<file path="src/rtl/iowin_pkg.sv">
package iowin_pkg;

  localparam int IOW_ADDR_W = 12;
  localparam int IOW_LEN_W  = 8;

  // number of set bits in a code
  function automatic int unsigned code_pop(input logic [31:0] code);
    int unsigned n;
    n = 0;
    for (int i = 0; i < 32; i++) begin
      if (code[i]) n++;
    end
    return n;
  endfunction

  // exactly one bit set
  function automatic logic code_is_onehot(input logic [31:0] code);
    return code_pop(code) == 1;
  endfunction

  // mask of address bits ignored inside the window (size - 1)
  function automatic logic [31:0] code_low_mask(input logic [31:0] code);
    logic [31:0] m;
    m = '0;
    for (int i = 0; i < 32; i++) begin
      if (code[i]) m = m | ((32'd1 << i) - 32'd1);
    end
    return m;
  endfunction

endpackage

</file>
<file path="src/rtl/iowin_lenreg.sv">
module iowin_lenreg #(
  parameter int LEN_W = 8,
  parameter logic [LEN_W-1:0] RST_VAL = 8'h04
) (
  input  logic             clk,
  input  logic             rst_n,
  input  logic             ld,
  input  logic [LEN_W-1:0] din,
  output logic [LEN_W-1:0] q
);

  always_ff @(posedge clk or negedge rst_n) begin
    if (!rst_n)  q <= RST_VAL;
    else if (ld) q <= din;
  end


  len_load_chk: assert property (@(posedge clk) disable iff (!rst_n)
    ld |=> q == $past(din));


  len_hold_chk: assert property (@(posedge clk) disable iff (!rst_n)
    !ld |=> $stable(q));

endmodule

</file>
<file path="src/rtl/iowin_lencode.sv">
module iowin_lencode
  import iowin_pkg::*;
#(
  parameter int LEN_W  = 8,
  parameter int ADDR_W = 12
) (
  input  logic [LEN_W-1:0]  len_code,
  output logic [ADDR_W-1:0] low_mask,
  output logic              rsvd
);

  logic [31:0] code_ext;
  logic [31:0] mask_full;

  assign code_ext  = 32'(len_code);
  assign mask_full = code_low_mask(code_ext);

  always_comb begin
    rsvd     = !code_is_onehot(code_ext);
    low_mask = rsvd ? '0 : mask_full[ADDR_W-1:0];
  end

endmodule

</file>
<file path="src/rtl/iowin_match.sv">
module iowin_match #(
  parameter int ADDR_W = 12
) (
  input  logic [ADDR_W-1:0] addr,
  input  logic [ADDR_W-1:0] base,
  input  logic [ADDR_W-1:0] low_mask,
  input  logic              rsvd,
  input  logic              rd_n,
  input  logic              wr_n,
  input  logic              aen,
  output logic              hit,
  output logic              cyc_ok,
  output logic              sel_n
);

  logic [ADDR_W-1:0] diff_hi;

  assign diff_hi = (addr ^ base) & ~low_mask;
  assign hit     = !rsvd && (diff_hi == '0);
  assign cyc_ok  = (!rd_n || !wr_n) && !aen;
  assign sel_n   = !(hit && cyc_ok);

endmodule

</file>
<file path="src/rtl/iowin_select.sv">
module iowin_select
  import iowin_pkg::*;
#(
  parameter int ADDR_W = IOW_ADDR_W,
  parameter int LEN_W  = IOW_LEN_W,
  parameter logic [LEN_W-1:0] LEN_RST = 8'h04
) (
  input  logic              clk,
  input  logic              rst_n,
  input  logic              len_ld,
  input  logic [LEN_W-1:0]  len_din,
  input  logic [ADDR_W-1:0] base_addr,
  input  logic [ADDR_W-1:0] io_addr,
  input  logic              io_rd_n,
  input  logic              io_wr_n,
  input  logic              io_aen,
  output logic              sel_n,
  output logic              sel_n_q,
  output logic              len_rsvd
);

  logic [LEN_W-1:0]  len_q;
  logic [ADDR_W-1:0] low_mask;
  logic [ADDR_W-1:0] win_lo;
  logic              win_hit;
  logic              cyc_ok;

  iowin_lenreg #(.LEN_W(LEN_W), .RST_VAL(LEN_RST)) u_lenreg (
    .clk(clk), .rst_n(rst_n), .ld(len_ld), .din(len_din), .q(len_q)
  );

  iowin_lencode #(.LEN_W(LEN_W), .ADDR_W(ADDR_W)) u_lencode (
    .len_code(len_q), .low_mask(low_mask), .rsvd(len_rsvd)
  );

  iowin_match #(.ADDR_W(ADDR_W)) u_match (
    .addr(io_addr), .base(base_addr), .low_mask(low_mask), .rsvd(len_rsvd),
    .rd_n(io_rd_n), .wr_n(io_wr_n), .aen(io_aen),
    .hit(win_hit), .cyc_ok(cyc_ok), .sel_n(sel_n)
  );

  assign win_lo = base_addr & ~low_mask;

  always_ff @(posedge clk or negedge rst_n) begin
    if (!rst_n) sel_n_q <= 1'b1;
    else        sel_n_q <= sel_n;
  end


  win_bounds_chk: assert property (@(posedge clk) disable iff (!rst_n)
    !sel_n |-> (io_addr >= win_lo) && ((io_addr - win_lo) <= low_mask));


  aen_block_chk: assert property (@(posedge clk) disable iff (!rst_n)
    io_aen |-> sel_n);


  no_strobe_chk: assert property (@(posedge clk) disable iff (!rst_n)
    (io_rd_n && io_wr_n) |-> sel_n);


  rsvd_block_chk: assert property (@(posedge clk) disable iff (!rst_n)
    len_rsvd |-> (sel_n && !win_hit));


  rsvd_flag_chk: assert property (@(posedge clk) disable iff (!rst_n)
    len_rsvd == ($countones(len_q) != 1));


  reg_copy_chk: assert property (@(posedge clk) disable iff (!rst_n)
    1'b1 |=> sel_n_q == $past(sel_n));

endmodule

</file>
<file path="config.mk">
export PLATFORM = sky130hd
export DESIGN_NAME = iowin_select
export DESIGN_NICKNAME = d
export VERILOG_FILES = /design/src/rtl/iowin_pkg.sv /design/src/rtl/iowin_lenreg.sv /design/src/rtl/iowin_lencode.sv /design/src/rtl/iowin_match.sv /design/src/rtl/iowin_select.sv
export SDC_FILE = /design/constraint.sdc
export NUM_CORES = 1
export LEC_CHECK = 0
export ABC_AREA = 1
export BUFFER_PORTS_ARGS = -buffer_cell sky130_fd_sc_hd__buf_2
export CAP_MARGIN = 5
export CORE_UTILIZATION = 40
export DETAILED_ROUTE_END_ITERATION = 6
export PLACE_DENSITY = 0.76
export SLEW_MARGIN = 20
export SYNTH_ARGS = -nofsm -noshare
export SYNTH_HDL_FRONTEND = slang
export SYNTH_HIERARCHICAL = 1
export SYNTH_SLANG_ARGS = --single-unit
</file>
<file path="constraint.sdc">
create_clock -name clk -period 5.35 [get_ports clk]
set_input_delay 0.535 -clock clk [delete_from_list [all_inputs] [get_ports clk]]
set_output_delay 0.535 -clock clk [all_outputs]
set_load 0.01 [all_outputs]
</file>
==> results_tabular.tex <==
\begin{tabular}{lr}
\hline
Metric & Value \\
\hline
\multicolumn{2}{l}{\textbf{Outcome}} \\
\quad Run status & finished, final reports clean \\
\multicolumn{2}{l}{\textbf{Worst setup path}} \\
\quad Delay of the slowest cell on the worst path & $\sim$390 ps \\
\quad Data arrival, critical path & 4500 ps \\
\quad Required time of the worst setup path & a little under 5000 ps \\
\quad Type of the worst setup path & flop to output port \\
\quad Kind of launch point of the worst setup path & flop \\
\quad CP max FO & 5 \\
\quad Standard cell with the maximum stage delay on the critical path & sky130\_fd\_sc\_hd\_\_dfrtp\_1 \\
\quad Type of element capturing the critical path & output port \\
\quad CP dominant cell by count & sky130\_fd\_sc\_hd\_\_nand2\_1 \\
\multicolumn{2}{l}{\textbf{Timing}} \\
\quad Final number of setup-violating endpoints & 0 \\
\quad Final period demand of the worst path & 5038 ps \\
\quad Final TNS setup & 0 ps \\
\quad Fin Hold WS & between 100 and 150 ps \\
\quad Final number of max-transition violations & 0 \\
\quad Setup ws final & 311.6 ps \\
\quad Number of hold violations in the final report & 0 \\
\quad Clock Skew & between 3 and 4 ps \\
\quad Share of the clock period used by the worst path after layout & a little over nine tenths \\
\quad Upper clock frequency limit & between 150 and 200 MHz \\
\multicolumn{2}{l}{\textbf{Placement}} \\
\quad Sum of net half-perimeters after detailed placement & between 2000 and 2500 um \\
\quad Number of cells after detailed placement & 330 \\
\quad Worst-case setup slack after placement & approximately 180 ps \\
\quad Post-Place Cell Area & between 1500 and 2000 sq um \\
\quad Global placement routability congestion & around 0.75 \\
\quad Buffers on Ports & 40 \\
\multicolumn{2}{l}{\textbf{Cells and area}} \\
\quad Final instance count without filler cells & $\sim$340 \\
\quad Final Net Count & around 340 \\
\quad Non-Filler Cell Area, Final & roughly 1800 sq um \\
\quad Synthesis-to-finish area growth & 29.96\% \\
\quad Layout cells sized above 1 & roughly 38\% \\
\quad Ant diodes & 0 \\
\multicolumn{2}{l}{\textbf{Synthesis}} \\
\quad Synth Area per Inst & 5.648 sq um \\
\quad Ys Warns & 6 \\
\quad Post-Syn Instances & roughly 250 \\
\quad Summed instance area of the synthesized netlist & approximately 1400 sq um \\
\multicolumn{2}{l}{\textbf{Die}} \\
\quad IO Count & 41 \\
\quad Horizontal die dimension & 61.06 um \\
\quad Initial Util & a little over two fifths \\
\quad Overall die area & approximately 3700 sq um \\
\quad Site row count & 21 \\
\quad Core area & roughly 3300 sq um \\
\quad Vertical die dimension & about 61 um \\
\multicolumn{2}{l}{\textbf{Pwr}} \\
\quad Power share of the clock group & roughly an eighth \\
\quad Power density relative to cell area & approximately 230 nW/um\^{}2 \\
\quad Proportion of power drawn by combinational gates & between 60\% and 70\% \\
\quad Leakage power & around 1.1 nW \\
\quad Peak supply drop & roughly 0.14 mV \\
\quad Net switching fraction of the power & 46.56\% \\
\quad Flop pwr share & between 10\% and 20\% \\
\quad P\_sw & 0.0001952 W \\
\quad Internal Dissipation & $\sim$0.00022 W \\
\multicolumn{2}{l}{\textbf{Drt}} \\
\quad Iteration-0 DRC Markers & 24 \\
\quad Final wirelength & roughly 3000 um \\
\quad Via count normalized by instance count & between 4 and 5 \\
\quad Total DRC errors in the routed layout & 0 \\
\quad Number of nets still failing antenna checks after routing & 0 \\
\quad Number of search-and-repair iterations in the first detailed-routing pass & 4 \\
\quad Total via count in the routed design & 1483 \\
\quad WL per Instance & around 9 um \\
\multicolumn{2}{l}{\textbf{Clock network}} \\
\quad Buffer levels on the longest clock path & 2 \\
\quad Skew-Pair Late Insertion Delay & 270 ps \\
\quad Number of CTS-inserted buffers & 3 \\
\quad Number of hold-repair buffers added at the cts stage & 0 \\
\quad Root buffer cell & sky130\_fd\_sc\_hd\_\_clkbuf\_4 \\
\quad Clock sink total & 9 \\
\quad Clock slew at reported path FFs & 60 ps \\
\quad TritonCTS clock tree & yes \\
\quad CTS HTree Levels & 1 \\
\multicolumn{2}{l}{\textbf{Hold path}} \\
\quad Worst Hold Class & input port to async pin \\
\multicolumn{2}{l}{\textbf{Global route}} \\
\quad Global-route usage over all layers & 18.91\% \\
\quad Wire length of the first global-routing pass & 5313 um \\
\quad Via count of the first global-routing pass & between 1000 and 1500 \\
\quad Pin count of the biggest net entering global routing & 10 \\
\quad Leftover overflow at the end of global routing & 0 \\
\quad Initial antenna violation count & 0 \\
\multicolumn{2}{l}{\textbf{Job}} \\
\quad Max-capacitance violation count & 0 \\
\hline
\end{tabular}
[area by class of cell]
| cell class | count | area, sq um |
|---|---|---|
| Multi-Input combinational cell | 180 | 1035 |
| Inverter | 56 | 210.2 |
| Fill cell | 336 | 1524 |
| Clock buffer | 4 | 26.28 |
| Timing Repair Buffer | 47 | 256.5 |
| Sequential cell | 9 | 227.7 |
| Tap cell | 46 | 57.56 |
[registers in the layout, indices dropped and copies added (netlist names)]
| register | flops |
|---|---|
| sel_n_q | 1 |
| u_lenreg/q | 8 |
[final timing paths]
| kind | start | to | slack [ps] | depth (start not counted) |
|---|---|---|---|---|
| setup / recovery | u_lenreg/q[0] | sel_n | 310 | 34 |
| max in group asynchronous | rst_n | sel_n_q | 4990 | 1 |
| hold / removal | rst_n | u_lenreg/q[0] | 100 | 1 |
| setup reg to reg | u_lenreg/q[0] | sel_n_q | 1190 | 33 |
| min in group clk | len_din[2] | u_lenreg/q[2] | 450 | 3 |
| hold reg to reg | u_lenreg/q[2] | u_lenreg/q[2] | 520 | 2 |
[power by group through the flow]
| stage | Combinational [W] | Sequential (W) | Clock (W) |
|---|---|---|---|
| after floorplan | 0.000174 | 0.0000805 | 0 |
| after global placement | 0.000208 | 0.0000839 | 0 |
| after detailed placement | 0.000214 | 0.0000839 | 0 |
| after CTS | 0.000230 | 0.0000820 | 0.0000569 |
| after global routing | 0.000323 | 0.0000843 | 0.0000611 |
| final | 0.000281 | 0.0000830 | 0.0000554 |
[layout by cell type (no fill, tap or decap), types with 2 or more instances in the layout]
master / instances
sky130_fd_sc_hd__nor2_2: 10
sky130_fd_sc_hd__nand3_1: 14
sky130_fd_sc_hd__conb_1: 5
sky130_fd_sc_hd__clkinv_1: 2
sky130_fd_sc_hd__inv_2: 9
sky130_fd_sc_hd__nor2_1: 16
sky130_fd_sc_hd__nand3_4: 2
sky130_fd_sc_hd__nand2_2: 19
sky130_fd_sc_hd__dfstp_2: 2
sky130_fd_sc_hd__buf_2: 40
sky130_fd_sc_hd__clkbuf_4: 3
sky130_fd_sc_hd__dfrtp_1: 7
sky130_fd_sc_hd__nor3_1: 2
sky130_fd_sc_hd__ha_1: 2
sky130_fd_sc_hd__buf_4: 6
sky130_fd_sc_hd__ha_4: 5
sky130_fd_sc_hd__nand2_1: 84
sky130_fd_sc_hd__a21oi_1: 3
sky130_fd_sc_hd__inv_1: 45
sky130_fd_sc_hd__nand3_2: 9
[stage by stage]
step,util [%],power (W)
after floorplan,-,0.0002546
after global placement,48.37,0.0002917
after detailed placement,48.37,0.0002979
after CTS,50.62,0.0003685
after global routing,54.33,0.0004680
final,54.33,0.0004193
[worst max-delay path, delay by kind of cell (launching register included)]
| kind | cells | cell delay, ps |
|---|---|---|
| and+or+nand+nor | 19 | 1790 |
| buffers and inverters | 8 | 590 |
| adders and majority gates | 6 | 1280 |
| DFF | 1 | 390 |
| AOI/OAI and AO/OA | 1 | 170 |
[metal layers]
layer  global-route usage [%]  vias to the layer above  wire [um]
li1                         -                      825          -
met1                    22.83                      628       1382
met2                    33.70                       26       1521
met3                    2.311                        4         79
met4                    8.117                        0         48
met5                        0                        -          0
[what timing repair did]
action,4_1_cts,5_1_grt
endpoints found under the setup margin,1,1
setup buffers,2,5
pin swaps,3,14
hold endpoints to repair,0,0
cloned,1,0
gates resized for setup,3,19
(Power assumes the default switching activity.)
